==> src/rtl/sysreg_pkg.sv <==
`timescale 1ns/1ps
package sysreg_pkg;
  localparam int unsigned NUM_TGT   = 4;
  localparam int unsigned TGT_IDX_W = 2;

  localparam logic [TGT_IDX_W-1:0] TGT_CTL    = 2'd0;
  localparam logic [TGT_IDX_W-1:0] TGT_TIM_NS = 2'd1;
  localparam logic [TGT_IDX_W-1:0] TGT_TIM_S  = 2'd2;
  localparam logic [TGT_IDX_W-1:0] TGT_RAS    = 2'd3;

  typedef enum logic [1:0] {
    ACT_FWD  = 2'd0,
    ACT_RAZ  = 2'd1,
    ACT_BERR = 2'd2
  } act_e;

  typedef enum logic [1:0] {
    ST_IDLE = 2'd0,
    ST_FWD  = 2'd1,
    ST_WAIT = 2'd2,
    ST_RESP = 2'd3
  } state_e;
endpackage

==> src/rtl/sysreg_decode.sv <==
`timescale 1ns/1ps
module sysreg_decode
  import sysreg_pkg::*;
#(
  parameter int unsigned ADDR_W     = 20,
  parameter int unsigned OFF_W      = 12,
  parameter int unsigned SEC_EN     = 1,
  parameter int unsigned RAS_EN     = 1,
  parameter int unsigned CTL_BASE   = 'h0E000,
  parameter int unsigned CTL_SIZE   = 'h1000,
  parameter int unsigned TIM_BASE   = 'h0E010,
  parameter int unsigned TIM_SIZE   = 'hE0,
  parameter int unsigned RAS_BASE   = 'h05000,
  parameter int unsigned RAS_SIZE   = 'h1000,
  parameter int unsigned ALIAS_BASE = 'h2E000
) (
  input  logic [ADDR_W-1:0]    addr,
  input  logic                 secure,
  input  logic                 user,
  output act_e                 act,
  output logic [TGT_IDX_W-1:0] tgt,
  output logic [OFF_W-1:0]     off,
  output logic                 fwd_secure
);
  localparam logic [ADDR_W-1:0] CTL_LO = ADDR_W'(CTL_BASE);
  localparam logic [ADDR_W-1:0] CTL_HI = ADDR_W'(CTL_BASE + CTL_SIZE);
  localparam logic [ADDR_W-1:0] TIM_LO = ADDR_W'(TIM_BASE);
  localparam logic [ADDR_W-1:0] TIM_HI = ADDR_W'(TIM_BASE + TIM_SIZE);
  localparam logic [ADDR_W-1:0] RAS_LO = ADDR_W'(RAS_BASE);
  localparam logic [ADDR_W-1:0] RAS_HI = ADDR_W'(RAS_BASE + RAS_SIZE);
  localparam logic [ADDR_W-1:0] AL_LO  = ADDR_W'(ALIAS_BASE);
  localparam logic [ADDR_W-1:0] AL_HI  = ADDR_W'(ALIAS_BASE + CTL_SIZE);
  localparam logic [ADDR_W-1:0] ALT_LO = ADDR_W'(ALIAS_BASE + TIM_BASE - CTL_BASE);
  localparam logic [ADDR_W-1:0] ALT_HI = ADDR_W'(ALIAS_BASE + TIM_BASE - CTL_BASE + TIM_SIZE);

  function automatic logic in_win(input logic [ADDR_W-1:0] a,
                                  input logic [ADDR_W-1:0] lo,
                                  input logic [ADDR_W-1:0] hi);
    return (a >= lo) && (a < hi);
  endfunction

  logic hit_tim, hit_ctl, hit_ras, hit_al, hit_alt, tim_bank_s;

  assign hit_tim = in_win(addr, TIM_LO, TIM_HI);
  assign hit_ctl = in_win(addr, CTL_LO, CTL_HI);

  generate
    if (RAS_EN != 0) begin : g_ras
      assign hit_ras = in_win(addr, RAS_LO, RAS_HI);
    end else begin : g_no_ras
      assign hit_ras = 1'b0;
    end

    if (SEC_EN != 0) begin : g_sec
      assign hit_al     = in_win(addr, AL_LO, AL_HI);
      assign hit_alt    = in_win(addr, ALT_LO, ALT_HI);
      assign tim_bank_s = secure;
    end else begin : g_no_sec
      assign hit_al     = 1'b0;
      assign hit_alt    = 1'b0;
      assign tim_bank_s = 1'b0;
    end
  endgenerate

  // Priority: timer / RAS (1) > control space (0) > alias handling > default (-1)
  always_comb begin
    act        = ACT_RAZ;
    tgt        = TGT_CTL;
    off        = '0;
    fwd_secure = secure;
    if (hit_tim) begin
      act = ACT_FWD;
      tgt = tim_bank_s ? TGT_TIM_S : TGT_TIM_NS;
      off = OFF_W'(addr - TIM_LO);
    end else if (hit_ras) begin
      act = ACT_FWD;
      tgt = TGT_RAS;
      off = OFF_W'(addr - RAS_LO);
    end else if (hit_ctl) begin
      act = ACT_FWD;
      tgt = TGT_CTL;
      off = OFF_W'(addr - CTL_LO);
    end else if (hit_al && secure) begin
      act        = ACT_FWD;
      fwd_secure = 1'b0;
      if (hit_alt) begin
        tgt = TGT_TIM_NS;
        off = OFF_W'(addr - ALT_LO);
      end else begin
        tgt = TGT_CTL;
        off = OFF_W'(addr - AL_LO);
      end
    end else begin
      act = user ? ACT_BERR : ACT_RAZ;
    end
  end
endmodule

==> src/rtl/sysreg_rsp_mux.sv <==
`timescale 1ns/1ps
module sysreg_rsp_mux
  import sysreg_pkg::*;
#(
  parameter int unsigned DATA_W = 64
) (
  input  logic [TGT_IDX_W-1:0]      sel,
  input  logic [NUM_TGT-1:0]        rsp_valid,
  input  logic [NUM_TGT*DATA_W-1:0] rsp_rdata,
  input  logic [NUM_TGT-1:0]        rsp_err,
  output logic                      valid,
  output logic [DATA_W-1:0]         rdata,
  output logic                      err
);
  logic [NUM_TGT-1:0] pick;
  logic [DATA_W-1:0]  masked [NUM_TGT];

  for (genvar k = 0; k < NUM_TGT; k++) begin : g_tgt
    assign pick[k]   = rsp_valid[k] && (sel == TGT_IDX_W'(k));
    assign masked[k] = pick[k] ? rsp_rdata[k*DATA_W +: DATA_W] : '0;
  end

  always_comb begin
    valid = |pick;
    err   = |(pick & rsp_err);
    rdata = '0;
    for (int k = 0; k < NUM_TGT; k++) rdata = rdata | masked[k];
  end
endmodule

==> src/rtl/sysreg_router.sv <==
`timescale 1ns/1ps
module sysreg_router
  import sysreg_pkg::*;
#(
  parameter int unsigned ADDR_W     = 20,
  parameter int unsigned DATA_W     = 64,
  parameter int unsigned OFF_W      = 12,
  parameter int unsigned SEC_EN     = 1,
  parameter int unsigned RAS_EN     = 1,
  parameter int unsigned CTL_BASE   = 'h0E000,
  parameter int unsigned CTL_SIZE   = 'h1000,
  parameter int unsigned TIM_BASE   = 'h0E010,
  parameter int unsigned TIM_SIZE   = 'hE0,
  parameter int unsigned RAS_BASE   = 'h05000,
  parameter int unsigned RAS_SIZE   = 'h1000,
  parameter int unsigned ALIAS_BASE = 'h2E000
) (
  input  logic                      clk,
  input  logic                      rst,
  input  logic                      req_valid,
  output logic                      req_ready,
  input  logic [ADDR_W-1:0]         req_addr,
  input  logic                      req_write,
  input  logic [DATA_W-1:0]         req_wdata,
  input  logic [1:0]                req_size,
  input  logic                      req_secure,
  input  logic                      req_user,
  output logic                      rsp_valid,
  output logic [DATA_W-1:0]         rsp_rdata,
  output logic                      rsp_err,
  output logic [NUM_TGT-1:0]        tgt_valid,
  output logic [OFF_W-1:0]          tgt_addr,
  output logic                      tgt_write,
  output logic [DATA_W-1:0]         tgt_wdata,
  output logic [1:0]                tgt_size,
  output logic                      tgt_secure,
  output logic                      tgt_user,
  input  logic [NUM_TGT-1:0]        tgt_rsp_valid,
  input  logic [NUM_TGT*DATA_W-1:0] tgt_rsp_rdata,
  input  logic [NUM_TGT-1:0]        tgt_rsp_err
);
  state_e               state;
  logic [TGT_IDX_W-1:0] sel_q;
  act_e                 dec_act;
  logic [TGT_IDX_W-1:0] dec_tgt;
  logic [OFF_W-1:0]     dec_off;
  logic                 dec_fsec;
  logic                 mux_valid, mux_err;
  logic [DATA_W-1:0]    mux_rdata;

  sysreg_decode #(
    .ADDR_W(ADDR_W), .OFF_W(OFF_W), .SEC_EN(SEC_EN), .RAS_EN(RAS_EN),
    .CTL_BASE(CTL_BASE), .CTL_SIZE(CTL_SIZE), .TIM_BASE(TIM_BASE),
    .TIM_SIZE(TIM_SIZE), .RAS_BASE(RAS_BASE), .RAS_SIZE(RAS_SIZE),
    .ALIAS_BASE(ALIAS_BASE)
  ) u_dec (
    .addr(req_addr), .secure(req_secure), .user(req_user),
    .act(dec_act), .tgt(dec_tgt), .off(dec_off), .fwd_secure(dec_fsec)
  );

  sysreg_rsp_mux #(.DATA_W(DATA_W)) u_mux (
    .sel(sel_q), .rsp_valid(tgt_rsp_valid), .rsp_rdata(tgt_rsp_rdata),
    .rsp_err(tgt_rsp_err), .valid(mux_valid), .rdata(mux_rdata), .err(mux_err)
  );

  assign req_ready = (state == ST_IDLE);

  always_ff @(posedge clk) begin
    if (rst) begin
      state      <= ST_IDLE;
      sel_q      <= '0;
      tgt_valid  <= '0;
      tgt_addr   <= '0;
      tgt_write  <= 1'b0;
      tgt_wdata  <= '0;
      tgt_size   <= '0;
      tgt_secure <= 1'b0;
      tgt_user   <= 1'b0;
      rsp_valid  <= 1'b0;
      rsp_rdata  <= '0;
      rsp_err    <= 1'b0;
    end else begin
      case (state)
        ST_IDLE: begin
          rsp_valid <= 1'b0;
          if (req_valid) begin
            sel_q      <= dec_tgt;
            tgt_addr   <= dec_off;
            tgt_write  <= req_write;
            tgt_wdata  <= req_wdata;
            tgt_size   <= req_size;
            tgt_secure <= dec_fsec;
            tgt_user   <= req_user;
            if (dec_act == ACT_FWD) begin
              tgt_valid <= NUM_TGT'(1) << dec_tgt;
              state     <= ST_FWD;
            end else begin
              rsp_valid <= 1'b1;
              rsp_rdata <= '0;
              rsp_err   <= (dec_act == ACT_BERR);
              state     <= ST_RESP;
            end
          end
        end
        ST_FWD, ST_WAIT: begin
          tgt_valid <= '0;
          if (mux_valid) begin
            rsp_valid <= 1'b1;
            rsp_rdata <= mux_rdata;
            rsp_err   <= mux_err;
            state     <= ST_RESP;
          end else begin
            state <= ST_WAIT;
          end
        end
        default: begin
          rsp_valid <= 1'b0;
          state     <= ST_IDLE;
        end
      endcase
    end
  end

  // at most one target strobe, and only for one cycle
  a_r10_onehot: assert property (@(posedge clk) disable iff (rst) $onehot0(tgt_valid));
  a_r10_single_issue: assert property (@(posedge clk) disable iff (rst)
    (|tgt_valid) |=> (tgt_valid == '0));
  a_r10_busy_after_accept: assert property (@(posedge clk) disable iff (rst)
    (req_valid && req_ready) |=> !req_ready);
  // response is a one-cycle pulse; forwarded fields unchanged
  a_r9_rsp_pulse: assert property (@(posedge clk) disable iff (rst) rsp_valid |=> !rsp_valid);
  a_r9_fields_kept: assert property (@(posedge clk) disable iff (rst)
    (req_valid && req_ready && dec_act == ACT_FWD) |=>
      (tgt_write == $past(req_write) && tgt_wdata == $past(req_wdata) &&
       tgt_size == $past(req_size) && tgt_user == $past(req_user)));
  // local answer next cycle, zero data, no target touched
  a_r5_local_answer: assert property (@(posedge clk) disable iff (rst)
    (req_valid && req_ready && dec_act != ACT_FWD) |=>
      (rsp_valid && rsp_rdata == '0 && tgt_valid == '0 &&
       rsp_err == $past(dec_act == ACT_BERR)));
  // a wait cannot end without the selected target answering
  a_r11_ignore_others: assert property (@(posedge clk) disable iff (rst)
    (state == ST_WAIT && !tgt_rsp_valid[sel_q]) |=> !rsp_valid);

  generate
    if (SEC_EN == 0) begin : g_chk_nosec
      // secure timer bank never selected without the security extension
      a_r8_no_secure_bank: assert property (@(posedge clk) disable iff (rst)
        !tgt_valid[TGT_TIM_S]);
    end
  endgenerate
endmodule

==> config.mk <==
export PLATFORM = sky130hd
export DESIGN_NAME = sysreg_router
export DESIGN_NICKNAME = d
export VERILOG_FILES = /design/src/rtl/sysreg_pkg.sv /design/src/rtl/sysreg_decode.sv /design/src/rtl/sysreg_rsp_mux.sv /design/src/rtl/sysreg_router.sv
export SDC_FILE = /design/constraint.sdc
export NUM_CORES = 1
export LEC_CHECK = 0
export BUFFER_PORTS_ARGS = -buffer_cell sky130_fd_sc_hd__buf_4
export CORE_AREA = 2 2 198 200
export CTS_BUF_LIST = sky130_fd_sc_hd__clkbuf_8 sky130_fd_sc_hd__clkbuf_16
export CTS_CLUSTER_DIAMETER = 40
export DETAILED_ROUTE_END_ITERATION = 8
export DIE_AREA = 0 0 200 202
export GPL_TIMING_DRIVEN = 0
export SKIP_LAST_GASP = 1
export SLEW_MARGIN = 20
export SYNTH_ARGS = -nofsm -noshare
export SYNTH_HDL_FRONTEND = slang
export SYNTH_SLANG_ARGS = --single-unit
==> constraint.sdc <==
create_clock -name clk -period 2.02 [get_ports clk]
set_input_delay 0.404 -clock clk [delete_from_list [all_inputs] [get_ports clk]]
set_output_delay 0.404 -clock clk [all_outputs]
set_load 0.03 [all_outputs]
# Word level (Yosys, flattened, before mapping)

Cells that the tools add are included.

Register bits: 155
Latch bits: 0
Memory bits (writable): 0
ROM bits: 0
Bits of input ports: 356
Output and inout port bits: 152
Logic and storage cells: 105
Memories: 0

$add $sub $neg: 5
Multiply operators: 0
Divide/modulo/power cells: 0
$lt $le $gt $ge: 10
Eq/ne operators: 10
Shift operators: 1
Multiplexer cells: 43
Bitwise gates (word level): 4
Reduce and logical (&&, ||, !) cells: 20

Operators with widths:

| operator              | count |
|---|---|
| $mux 64               | 7 |
| $or 64x64->64         | 3 |
| $pmux 64 s2           | 1 |
| $mux 12               | 5 |
| $ge 20x16->1 const B  | 2 |
| $ge 20x18->1 const B  | 2 |
| $lt 20x16->1 const B  | 2 |
| $lt 20x18->1 const B  | 2 |
| $sub 12x1->12 const B | 3 |
| $mux 2                | 12 |
| $sub 12x5->12 const B | 2 |
| $ge 20x15->1 const B  | 1 |
| $lt 20x15->1 const B  | 1 |
| $mux 1                | 12 |
| $logic_and 1x1->1     | 10 |
| $eq 2x2->1 const B    | 4 |
| $mux 4                | 2 |
| $pmux 4 s2            | 1 |
| $reduce_or 4->1       | 2 |
| $logic_not 2->1       | 3 |
| $ne 2x2->1 const B    | 3 |
| $and 4x4->4           | 1 |
| $eq 2x1->1 const B    | 2 |
| $pmux 1 s2            | 2 |
| 8 further kinds       | 8 |

# Depth between registers and ports, before layout

Gate-level depths: netlist (run 1).

Word-level depth: 11
Depth in mapped cells: 9
Depth with buffers taken out: 7

# Cells and area by module

A second synthesis (run 1) with hierarchy kept.

Cells, all modules: 1161
Area, all modules: 8628.3 µm²

By module, submodules not included:

| module         | instances | cells an instance | area each (µm²) | seq. area each (µm²) |
|---|---|---|---|---|
| sysreg_router  | 1         | 791               | 6378.6          | 3103.0 |
| sysreg_rsp_mux | 1         | 311               | 1828.0          | 0.0 |
| sysreg_decode  | 1         | 59                | 421.7           | 0.0 |

# Worst setup path before layout (run 1)

OpenSTA, ideal clock, no wires.

Path kind: input-to-reg
Start: input port req_addr[18]
End: register sel_q[0]
Library setup time: 0.117 ns
Data arrival time: 1.985 ns
Required time: 1.903 ns
Path slack: -0.082 ns
Stages on the path: 5
Buffers on the path: 1
Cells stage by stage: or4b_4 buf_6 nand4bb_4 or4_4 a32o_1

Longest elaborated chain between the ends: 7
Elaborated cells on any way between the ends: 21
Those cells by class: order compare: 10; mux: 5; reduce/logical: 6

RTL lines:

| what                                         | RTL line                                 | text |
|---|---|---|
| start, declared                              | sysreg_router.sv:22                      | `input logic [ADDR_W-1:0] req_addr,` |
| $ge 20x18->1 or $lt 20x18->1 (tied branches) | sysreg_decode.sv:39                      | `return (a >= lo) && (a < hi);` |
| $logic_and 1x1->1                            | sysreg_decode.sv:39                      |  |
| $mux 1 or $logic_and 1x1->1 (tied branches)  | sysreg_decode.sv:86, sysreg_decode.sv:83 |  |
| $mux 2                                       | sysreg_decode.sv:83                      | `end else if (hit_al && secure) begin` |
| $mux 2                                       | sysreg_decode.sv:79                      | `end else if (hit_ctl) begin` |
| $mux 2                                       | sysreg_decode.sv:75                      | `end else if (hit_ras) begin` |
| $mux 2 (*)                                   | sysreg_decode.sv:71                      | `if (hit_tim) begin` |
| end signal, assigned                         | sysreg_router.sv:87                      | `sel_q <= dec_tgt;` |
| end, declared                                | sysreg_router.sv:43                      | `logic [TGT_IDX_W-1:0] sel_q;` |

Every way passes the cells marked *; elsewhere a longest branch is shown, timed or not.
A chain may end at the register's enable or synchronous reset.

# Worst setup path after layout (run 1)

Start: input port req_addr[5]
End: register sel_q[0]

The elaborated chain is that of the path after synthesis.

==> results of run 1 <==
state kept, by name (all words and copies together) (netlist names):
name / cells
tgt_secure: 1
sel_q: 2
tgt_write: 1
rsp_valid: 1
tgt_valid: 4
tgt_user: 1
tgt_wdata: 64
tgt_addr: 12
state: 2
rsp_err: 1
tgt_size: 2
rsp_rdata: 64
how the worst min path moves through the flow:
stage	slack, ns	cells after the start	to
6_report	0.21	3	tgt_wdata[29]$_SDFFE_PP0P_
5_1_grt	0.18	3	tgt_wdata[16]$_SDFFE_PP0P_
4_1_cts	0.17	3	tgt_wdata[51]$_SDFFE_PP0P_
3_5_place_dp	0.45	1	rsp_rdata[44]$_SDFFE_PP0P_
3_3_place_gp	0.44	2	tgt_wdata[32]$_SDFFE_PP0P_
2_1_floorplan	0.48	2	state[1]$_SDFFE_PP0P_
metrics by stage:
step                worst slack (ns)   util
finish                        0.0162  0.320
global route                -0.00125  0.320
CTS                         -0.00399  0.318
detailed placement             -1.01  0.297
global placement              -0.955  0.297
floorplan                    -0.0818      -
synthesized netlist by cell type (all sizes together) (3+ instances only):
cell,count,area share
dfxtp,155,0.45
nor2b,3,0.0027
nand3b,3,0.0033
ha,6,0.011
and2,5,0.0045
a22oi,5,0.0054
a22o,66,0.084
a211oi,5,0.0062
a21oi,81,0.059
o2bb2ai,64,0.081
inv,8,0.0043
buf,18,0.014
a221oi,20,0.025
nor4,6,0.0054
nor2,19,0.011
o21ai,6,0.0043
nor3,4,0.0029
nand2,151,0.082
a222oi,45,0.065
clkbuf,59,0.032
cells by family (layout without fill, tap and decap cells):
| logic type | count (synthesis) | count (layout) | share of synthesized area |
|---|---|---|---|
| AOI/OAI and AO/OA | 308 | 308 | 0.353 |
| xor gates and xnor gates | 1 | 1 | 0.00127 |
| adders and majority gates | 6 | 6 | 0.0109 |
| buffers and inverters | 85 | 628 | 0.0501 |
| DFF | 155 | 155 | 0.449 |
| muxes | 2 | 2 | 0.00470 |
| other | 0 | 7 | 0 |
| and+or+nand+nor | 205 | 205 | 0.131 |
final cells by class:
type                            count  area [um2]  share of cell area
Timing Repair Buffer              515        3880               0.317
Multi-Input combinational cell    522        3540               0.289
Sequential cell                   155        3100               0.254
Tap cell                          518         648              0.0530
Clock buffer                       18         439              0.0359
Buffer                             73         388              0.0317
Clock inverter                     14         194              0.0158
Inverter                            8        30.0             0.00245
Antenna cell                        7        17.5             0.00143
layer usage:
layer	GRT usage	wire, um
met1	0.210	15400
met2	0.332	20300
met3	0.0602	3650
met4	0.0772	903
met5	0	22
worst max-delay path: cells and delay by family:
kind                       cells  cell delay, ns
buffers and inverters          3            0.32
and+or+nand+nor                1            0.26
adders and majority gates      1            0.16
AOI/OAI and AO/OA              3            1.18
layout by cell type, fill, tap and decap left out, drive strengths merged, types with 2 or more instances in the layout:
cell type    n
o21ai        6
nor2b        3
buf        532
and2         5
nand4bb      2
o211ai       2
nand4b       2
a211oi       5
bufinv       4
clkbuf      74
o2bb2ai     64
a222oi      45
inv         14
diode        7
nand2      151
o31ai        2
a21oi       81
a32o         2
nor3         4
a22o        66
a311oi       2
a221oi      20
or4b         2
clkinv       2
nor4         6
clkinvlp     2
dfxtp      155
a22oi        5
nand3b       3
nor2        19
ha           6
what timing repair did:
action | 4_1_cts | 5_1_grt
pin swaps | 1 | 5
resized for setup | 51 | 25
setup buffers | 4 | 5
endpoints found under the setup margin | 143 | 123
report_power, final:
part | total [mW] | internal (mW) | switching [mW] | leakage (nW)
Clock | 3.60 | 2.12 | 1.48 | 0.312
Sequential | 3.68 | 3.46 | 0.223 | 1.26
Combinational | 4.62 | 1.83 | 2.78 | 3.74
==> key figures, run 1 <==
Status
  – Status: finished, final reports clean

Synthesis
  – Library cells used by synthesis: 57
  – #FFs+latches synth: 155
  – Syn Area/Cell: 9.08 um2
  – Syn nets: 1,124
  – Cell area after synthesis: 6920 um2
  – Gate Count Post-Synth: 762
  – Post-synth top flop: dfxtp_1
  – Warnings from Yosys: 0
  – Share of flip-flops with an asynchronous set or reset: 0
  – Number of synthesized flops with an enable pin: 0
  – Post-synthesis sequential area ratio: 0.449

GRT
  – Largest net degree at the start of global routing: 17
  – Total Routing Usage GR: 0.189
  – Number of global-route vias before repair: 8,341
  – Initial antenna violation count: 10
  – Global route total overflow: 0
  – Global-route wire length before repair: 54,700 um

Detailed routing
  – Antenna Violating Nets Remaining: 0
  – Post-DR wirelength/cell: 22.0 um
  – DRC: 0
  – Post-DR vias/cell: 4.72
  – Routed WL: 40,300 um
  – Via count: 8,645
  – Initial detailed-routing violation count: 656
  – Router iterations before antenna repair: 8

CTS
  – TritonCTS Buffers: 17
  – CTS clk-pin slew, worst paths: 0.07 ns
  – Maximum clock insertion buffer count: 2
  – Worst skew pair latency: 0.44 ns
  – CTS tree: done
  – H-tree levels: 4
  – Sink Count: 155
  – Hold Buf Count CTS: 0
  – Root buffer cell: clkbuf_16

Critical path
  – Reg2reg end: rsp_rdata[6]$_SDFFE_PP0P_
  – CP required: 2.34 ns
  – Worst R2R Setup Slack: 0.08 ns
  – Crit Path Class: input port to register
  – Most common cell on crit path: inv_1
  – Worst r2r src: sel_q[0]$_SDFFE_PP0P_
  – Startpoint class of the critical path: input port
  – R2R cell count: 6
  – Worst setup startpoint: req_addr[5]
  – Crit end category: register
  – Critical Path Fanout Max: 7
  – CP max stage delay: 0.65 ns
  – Slowest cell on the critical path: a2111oi_2
  – CP Capture Point: sel_q[0]$_SDFFE_PP0P_
  – Crit-path cells: buf_4, inv_1, ha_1, inv_1, a2111oi_2, nor2_1, a21o_1, a32o_1
  – WP data arrival: 2.32 ns

Timing
  – Final setup vio count: 0
  – Slew margin rel.: 0.451
  – Slew Viols, Final: 0
  – Worst-Margin Slew: 0.821 ns
  – Max Freq: 499 MHz
  – Period utilization: 0.992
  – RSZ-0062 raised after global routing: yes
  – Post-route setup TNS: 0 ns
  – Final hold violation count: 0
  – Hold Slack: 0.206 ns
  – Tmin final: 2.00 ns
  – Skew final: 0.00770 ns

Final layout
  – Layout overhead on the synthesized area: 76.9%
  – Fin cells: 1,830
  – Final instance area: 12,200 um2
  – Final Net Count: 1,654
  – Number of fillers in the final layout: 4,036
  – Share of post-route cells with drive strength above 1: 0.467

Place
  – Placed Area: 11,400 um2
  – Hpwl dp: 32,400 um
  – Cells after DPL: 1,786
  – IO buf count: 506
  – Final GP Congestion: 0.919

Floorplan
  – I/O pin cnt: 508
  – Core Area: 38,300 um2
  – Standard-cell rows: 72
  – Die W: 200 um
  – Die ar.: 40,400 um2
  – Initial Utilization: 0.181
  – DIE HEIGHT: 202 um

Worst hold path
  – Min-delay worst type: input port to register
  – HP Start: req_wdata[29]

Job
  – Max-cap check violation count: 0

Power
  – Peak supply drop: 0.601 mV
  – Tot Pwr: 11.9 mW
  – Static leakage: 5.31 nW
  – PD cells: 972 nW/um2
No activity file was read; power rests on OpenSTA's default activity.
==> run 2, diff against run 1 <==
--- a/config.mk
+++ b/config.mk
@@ -11,7 +11,6 @@
 export CTS_CLUSTER_DIAMETER = 40
 export DETAILED_ROUTE_END_ITERATION = 8
 export DIE_AREA = 0 0 200 202
-export GPL_TIMING_DRIVEN = 0
 export SKIP_LAST_GASP = 1
 export SLEW_MARGIN = 20
 export SYNTH_ARGS = -nofsm -noshare
==> key figures, run 2 (synthesis results as in run 1) <==
Status
  – Status: finished, final reports clean

Detailed routing
  – Initial detailed-routing violation count: 554 (-16%)
  – Antenna Violating Nets Remaining: 0 (unchanged)
  – DRC: 0 (unchanged)
  – Via count: 8,514 (-1.5%)
  – Routed WL: 37,700 um (-6.4%)
  – Post-DR wirelength/cell: 20.9 um (-4.9%)
  – Router iterations before antenna repair: 6 (-2)
  – Post-DR vias/cell: 4.73 (about the same)

Timing
  – Post-route setup TNS: 0 ns (unchanged)
  – Max Freq: 518 MHz (+3.7%)
  – Hold Slack: 0.206 ns (-0.0000680 ns)
  – Final setup vio count: 0 (unchanged)
  – Slew margin rel.: 0.591 (+0.140)
  – Skew final: 0.00977 ns (+0.00207 ns)
  – Worst-Margin Slew: 0.611 ns (-0.211 ns)
  – Tmin final: 1.93 ns (-0.0716 ns)
  – Final WS setup: 0.0879 ns (+0.0716 ns)
  – Slew Viols, Final: 0 (unchanged)
  – Final hold violation count: 0 (unchanged)
  – Period utilization: 0.957 (-0.0355)

GRT
  – Total Routing Usage GR: 0.174 (-0.0149)
  – Global route total overflow: 0 (unchanged)
  – Largest net degree at the start of global routing: 65 (+48)
  – Initial antenna violation count: 6 (-4)
  – Number of global-route vias before repair: 8,390 (+0.59%)
  – Global-route wire length before repair: 51,800 um (-5.2%)

Final layout
  – Number of fillers in the final layout: 4,057 (+0.52%)
  – Register area: 3110 um2 (about the same)
  – Top Registers: rsp_rdata (64), tgt_wdata (64), tgt_addr (12)
  – Share of post-route cells with drive strength above 1: 0.481 (+0.0142)
  – Final Net Count: 1,629 (-1.5%)
  – Final instance area: 12,200 um2 (-0.31%)
  – Layout overhead on the synthesized area: 76.4%
  – Most frequent cells in the layout: 552 x buf_4, 152 x dfxtp_1, 150 x nand2_1, 80 x a21oi_1, 66 x a22o_1
  – Most common cell after layout, fill and taps aside: buf_4
  – Fin cells: 1,801 (-1.6%)
  – Layout Utilization: 0.319 (-0.000981)
  – Multi-input gate area: 3500 um2 (-1.2%)

CTS
  – CTS tree: done
  – Sink Count: 155 (unchanged)
  – Root buffer cell: clkbuf_16
  – TritonCTS Buffers: 17 (unchanged)
  – CTS clk-pin slew, worst paths: 0.07 ns (about the same)
  – H-tree levels: 4 (unchanged)
  – Worst skew pair latency: 0.44 ns (about the same)
  – Maximum clock insertion buffer count: 2 (unchanged)
  – Hold Buf Count CTS: 0 (unchanged)

Floorplan
  – I/O pin cnt: 508 (unchanged)
  – Core Area: 38,300 um2 (unchanged)
  – Initial Utilization: 0.181 (unchanged)
  – Die W: 200 um (unchanged)
  – DIE HEIGHT: 202 um (unchanged)
  – Die ar.: 40,400 um2 (unchanged)
  – Standard-cell rows: 72 (unchanged)

Critical path
  – CP Capture Point: rsp_rdata[48]$_SDFFE_PP0P_
  – Crit Path Class: register to register
  – Worst setup startpoint: sel_q[0]$_SDFFE_PP0P_
  – Crit end category: register
  – Startpoint class of the critical path: register
  – Worst r2r src: sel_q[0]$_SDFFE_PP0P_
  – Reg2reg end: rsp_rdata[48]$_SDFFE_PP0P_
  – WP data arrival: 2.29 ns (-0.03 ns)
  – R2R cell count: 7 (+1)
  – CP required: 2.38 ns (+0.04 ns)
  – Critical Path Fanout Max: 32 (+25)
  – Worst R2R Setup Slack: 0.09 ns (about the same)

Place
  – Placed Area: 11,600 um2 (+1.9%)
  – Final GP Congestion: 0.877 (-4.6%)
  – Hpwl dp: 29,500 um (-9.1%)
  – Cells after DPL: 1,763 (-1.3%)
  – Pre-CTS WS: -0.197 ns (+0.815 ns)
  – IO buf count: 507 (+0.20%)

Power
  – Peak supply drop: 0.657 mV (+9.4%)
  – Tot Pwr: 11.3 mW (-4.7%)
  – PD cells: 929 nW/um2 (-4.4%)
  – Static leakage: 5.30 nW (-0.24%)

Worst hold path
  – Min-delay worst type: input port to register

Job
  – Max-cap check violation count: 0 (unchanged)
[run 2: changes by cell type in the layout (fill, tap and decap cells not counted), sizes merged]
cell	previous run	this run
clkbuf	74	19
bufinv	4	0
inv	14	15
diode	7	4
buf	532	562
clkinvlp	2	4
[run 2: critical path: stages (launching register included)]
cell and delay (ns):
dfxtp_2 0.38, mux4_2 0.60, nor2_1 0.15, a21oi_2 0.07, nor2_4 0.13, buf_12 0.14
buf_12 0.19, o2bb2ai_1 0.14
[run 2: worst min path at each step]
stage	startpoint	end	slack (ns)	cells after the start
2_1_floorplan	state[1]$_SDFFE_PP0P_	state[1]$_SDFFE_PP0P_	0.48	2
3_3_place_gp	tgt_wdata[60]$_SDFFE_PP0P_	tgt_wdata[60]$_SDFFE_PP0P_	0.44	2
3_5_place_dp	tgt_wdata[60]$_SDFFE_PP0P_	tgt_wdata[60]$_SDFFE_PP0P_	0.45	2
4_1_cts	req_wdata[60]	tgt_wdata[60]$_SDFFE_PP0P_	0.17	3
5_1_grt	req_wdata[60]	tgt_wdata[60]$_SDFFE_PP0P_	0.18	3
6_report	req_wdata[53]	tgt_wdata[53]$_SDFFE_PP0P_	0.21	3
[run 2: final cells by class]
| type | instances | area share |
|---|---|---|
| Clock buffer | 18 | 0.0360 |
| Tap cell | 518 | 0.0531 |
| Antenna cell | 4 | 0.000821 |
| Sequential cell | 155 | 0.255 |
| Clock inverter | 13 | 0.00892 |
| Multi-Input combinational cell | 522 | 0.287 |
| Inverter | 8 | 0.00246 |
| Timing Repair Buffer | 563 | 0.357 |
[run 2: layer usage]
metal  part of all wire  global-route usage
met1               0.38               0.196
met5            0.00034                   0
met4              0.018              0.0569
met3              0.092              0.0571
met2               0.51               0.308
[run 2: where the power goes]
part	internal, mW	total, mW	leakage, nW	switching (mW)
clock	1.63	3.08	0.261	1.45
combinational	1.88	4.57	3.78	2.69
sequential	3.46	3.68	1.26	0.225
[run 2: timing repair]
item / CTS / global route
resized for setup: 0 / 3
setup endpoints to repair: 0 / 64
endpoints found under the hold margin: 0 / 0
buffers inserted: 0 / 1
==> run 3, diff against run 2 <==
--- a/config.mk
+++ b/config.mk
@@ -6,11 +6,11 @@
 export NUM_CORES = 1
 export LEC_CHECK = 0
 export BUFFER_PORTS_ARGS = -buffer_cell sky130_fd_sc_hd__buf_4
-export CORE_AREA = 2 2 198 200
+export CORE_AREA = 2 2 200 202
 export CTS_BUF_LIST = sky130_fd_sc_hd__clkbuf_8 sky130_fd_sc_hd__clkbuf_16
 export CTS_CLUSTER_DIAMETER = 40
 export DETAILED_ROUTE_END_ITERATION = 8
-export DIE_AREA = 0 0 200 202
+export DIE_AREA = 0 0 202 204
 export SKIP_LAST_GASP = 1
 export SLEW_MARGIN = 20
 export SYNTH_ARGS = -nofsm -noshare
==> constraint.sdc (replaced) <==
create_clock -name clk -period 2.1 [get_ports clk]
set_input_delay 0.42 -clock clk [delete_from_list [all_inputs] [get_ports clk]]
set_output_delay 0.42 -clock clk [all_outputs]
set_load 0.03 [all_outputs]
==> key figures, run 3 (synthesis results as in run 1) <==
Detailed routing
  – Post-DR vias/cell: 4.65 (-1.6%)
  – Router iterations before antenna repair: 9 (+3)
  – Post-DR wirelength/cell: 20.3 um (-3.2%)
  – Routed WL: 36,900 um (-2.1%)
  – Via count: 8,473 (-0.48%)
  – Antenna Violating Nets Remaining: 0 (unchanged)
  – DRC: 1 (+1)
  – Initial detailed-routing violation count: 628 (+13%)

Timing
  – Slew margin rel.: 0.620 (+0.0292)
  – Final setup vio count: 0 (unchanged)
  – Period utilization: 0.957 (about the same)
  – Slew Viols, Final: 0 (unchanged)
  – Final hold violation count: 0 (unchanged)
  – Tmin final: 2.01 ns (+0.0765 ns)
  – Max Freq: 498 MHz (-3.8%)
  – Skew final: 0.0157 ns (+0.00591 ns)
  – Hold Slack: 0.214 ns (+0.00790 ns)
  – RSZ-0062 raised after global routing: yes
  – Worst-Margin Slew: 0.570 ns (-0.0411 ns)

Floorplan
  – Core Area: 39,200 um2 (+2.3%)
  – Die ar.: 41,200 um2 (+2.0%)
  – Initial Utilization: 0.176 (-0.00414)
  – I/O pin cnt: 508 (unchanged)
  – Die W: 202 um (+1.0%)
  – DIE HEIGHT: 204 um (+0.99%)
  – Standard-cell rows: 73 (+1.4%)

Power
  – Peak supply drop: 0.604 mV (-8.2%)
  – Static leakage: 5.38 nW (+1.6%)
  – PD cells: 904 nW/um2 (-2.6%)

GRT
  – Initial antenna violation count: 3 (-3)
  – Global-route wire length before repair: 52,400 um (+1.1%)
  – Largest net degree at the start of global routing: 57 (-12%)
  – Number of global-route vias before repair: 8,225 (-2.0%)
  – Total Routing Usage GR: 0.170 (-0.00443)
  – Global route total overflow: 0 (unchanged)

Final layout
  – Share of post-route cells with drive strength above 1: 0.488 (+0.00679)
  – Most frequent cells in the layout: 570 x buf_4, 153 x dfxtp_1, 150 x nand2_1, 80 x a21oi_1, 66 x a22o_1
  – Final Net Count: 1,644 (+0.92%)
  – Number of fillers in the final layout: 4,117 (+1.5%)
  – Layout overhead on the synthesized area: 78.4%
  – Layout Utilization: 0.315 (-0.00375)
  – Most common cell after layout, fill and taps aside: buf_4
  – Top Registers: rsp_rdata (64), tgt_wdata (64), tgt_addr (12)

CTS
  – H-tree levels: 4 (unchanged)
  – TritonCTS Buffers: 17 (unchanged)
  – CTS tree: done
  – Root buffer cell: clkbuf_16
  – Maximum clock insertion buffer count: 2 (unchanged)
  – Sink Count: 155 (unchanged)
  – Worst skew pair latency: 0.45 ns (about the same)
  – CTS clk-pin slew, worst paths: 0.07 ns (about the same)

Place
  – Hpwl dp: 28,900 um (-1.9%)
  – IO buf count: 507 (unchanged)
  – Final GP Congestion: 0.924 (+5.4%)

Critical path
  – Crit Path Class: register to register
  – Startpoint class of the critical path: register
  – Crit end category: register
  – Critical Path Fanout Max: 18 (-44%)
  – WP data arrival: 2.34 ns (+0.05 ns)
  – Worst R2R Setup Slack: 0.09 ns (about the same)
  – CP required: 2.43 ns (+0.05 ns)

Status
  – Failing checks: DRC
  – Status: complete, but fails checks

Job
  – Max-cap check violation count: 0 (unchanged)

Worst hold path
  – Min-delay worst type: input port to register
-- run 3: path summary, 6_finish.rpt --
check                                   from                          to  cells past startpoint
hold / removal                 req_wdata[49]  tgt_wdata[49]$_SDFFE_PP0P_                      3
setup reg to reg       sel_q[0]$_SDFFE_PP0P_        rsp_err$_SDFFE_PP0P_                      6
setup / recovery       sel_q[0]$_SDFFE_PP0P_        rsp_err$_SDFFE_PP0P_                      6
hold reg to reg   tgt_wdata[17]$_SDFFE_PP0P_  tgt_wdata[17]$_SDFFE_PP0P_                      2
-- run 3: final cells by class --
type	count	area [um2]	share of cell area
Antenna cell	2	5.00	0.000406
Clock buffer	18	439	0.0356
Clock inverter	13	158	0.0128
Inverter	8	30.0	0.00243
Multi-Input combinational cell	522	3500	0.284
Sequential cell	155	3110	0.252
Tap cell	525	657	0.0532
Timing Repair Buffer	578	4440	0.360
-- run 3: routing by layer --
metal,part of all wire,track usage,wire length (um),vias up
met2,0.50,0.298,18400,428
met4,0.025,0.0575,907,2
met1,0.38,0.190,14100,4030
li1,-,-,-,3972
met3,0.096,0.0620,3530,41
met5,0.00033,0,12,-
-- run 3: report_power, final --
group	total, mW	leakage, nW	switching [mW]	internal [mW]
logic	4.39	3.84	2.57	1.82
clock network	3.23	0.284	1.42	1.81
registers	3.54	1.26	0.217	3.32
total	11.2	5.38	4.21	6.95
-- run 3: repair_timing --
item / CTS / global route
setup endpoints to repair: 0 / 51
buffers inserted: 0 / 5
resized for setup: 0 / 3
hold buffers: 0 / 0
-- run 3: critical path, stage by stage, from the launching register on --
cell      delay [ns]
dfxtp_2         0.34
buf_12          0.13
buf_4           0.22
and2_2          0.30
a22oi_1         0.44
a311oi_1        0.16
o32a_1          0.29
-- run 3: through the flow --
stage | area (um2) | instances | setup TNS, ns | total power [mW] | setup WS, ns
final | 12300 | 1821 | 0 | 11.2 | 0.0913
after global routing | 12300 | 1820 | -0.00229 | 11.8 | -0.00229
after CTS | 12300 | 1813 | 0 | 11.2 | 0.0246
after detailed placement | 11700 | 1782 | -4.60 | 7.87 | -0.266
after global placement | 11600 | 1782 | -6.83 | 7.82 | -0.306
after floorplan | 6920 | 762 | -0.0183 | 5.85 | -0.0183
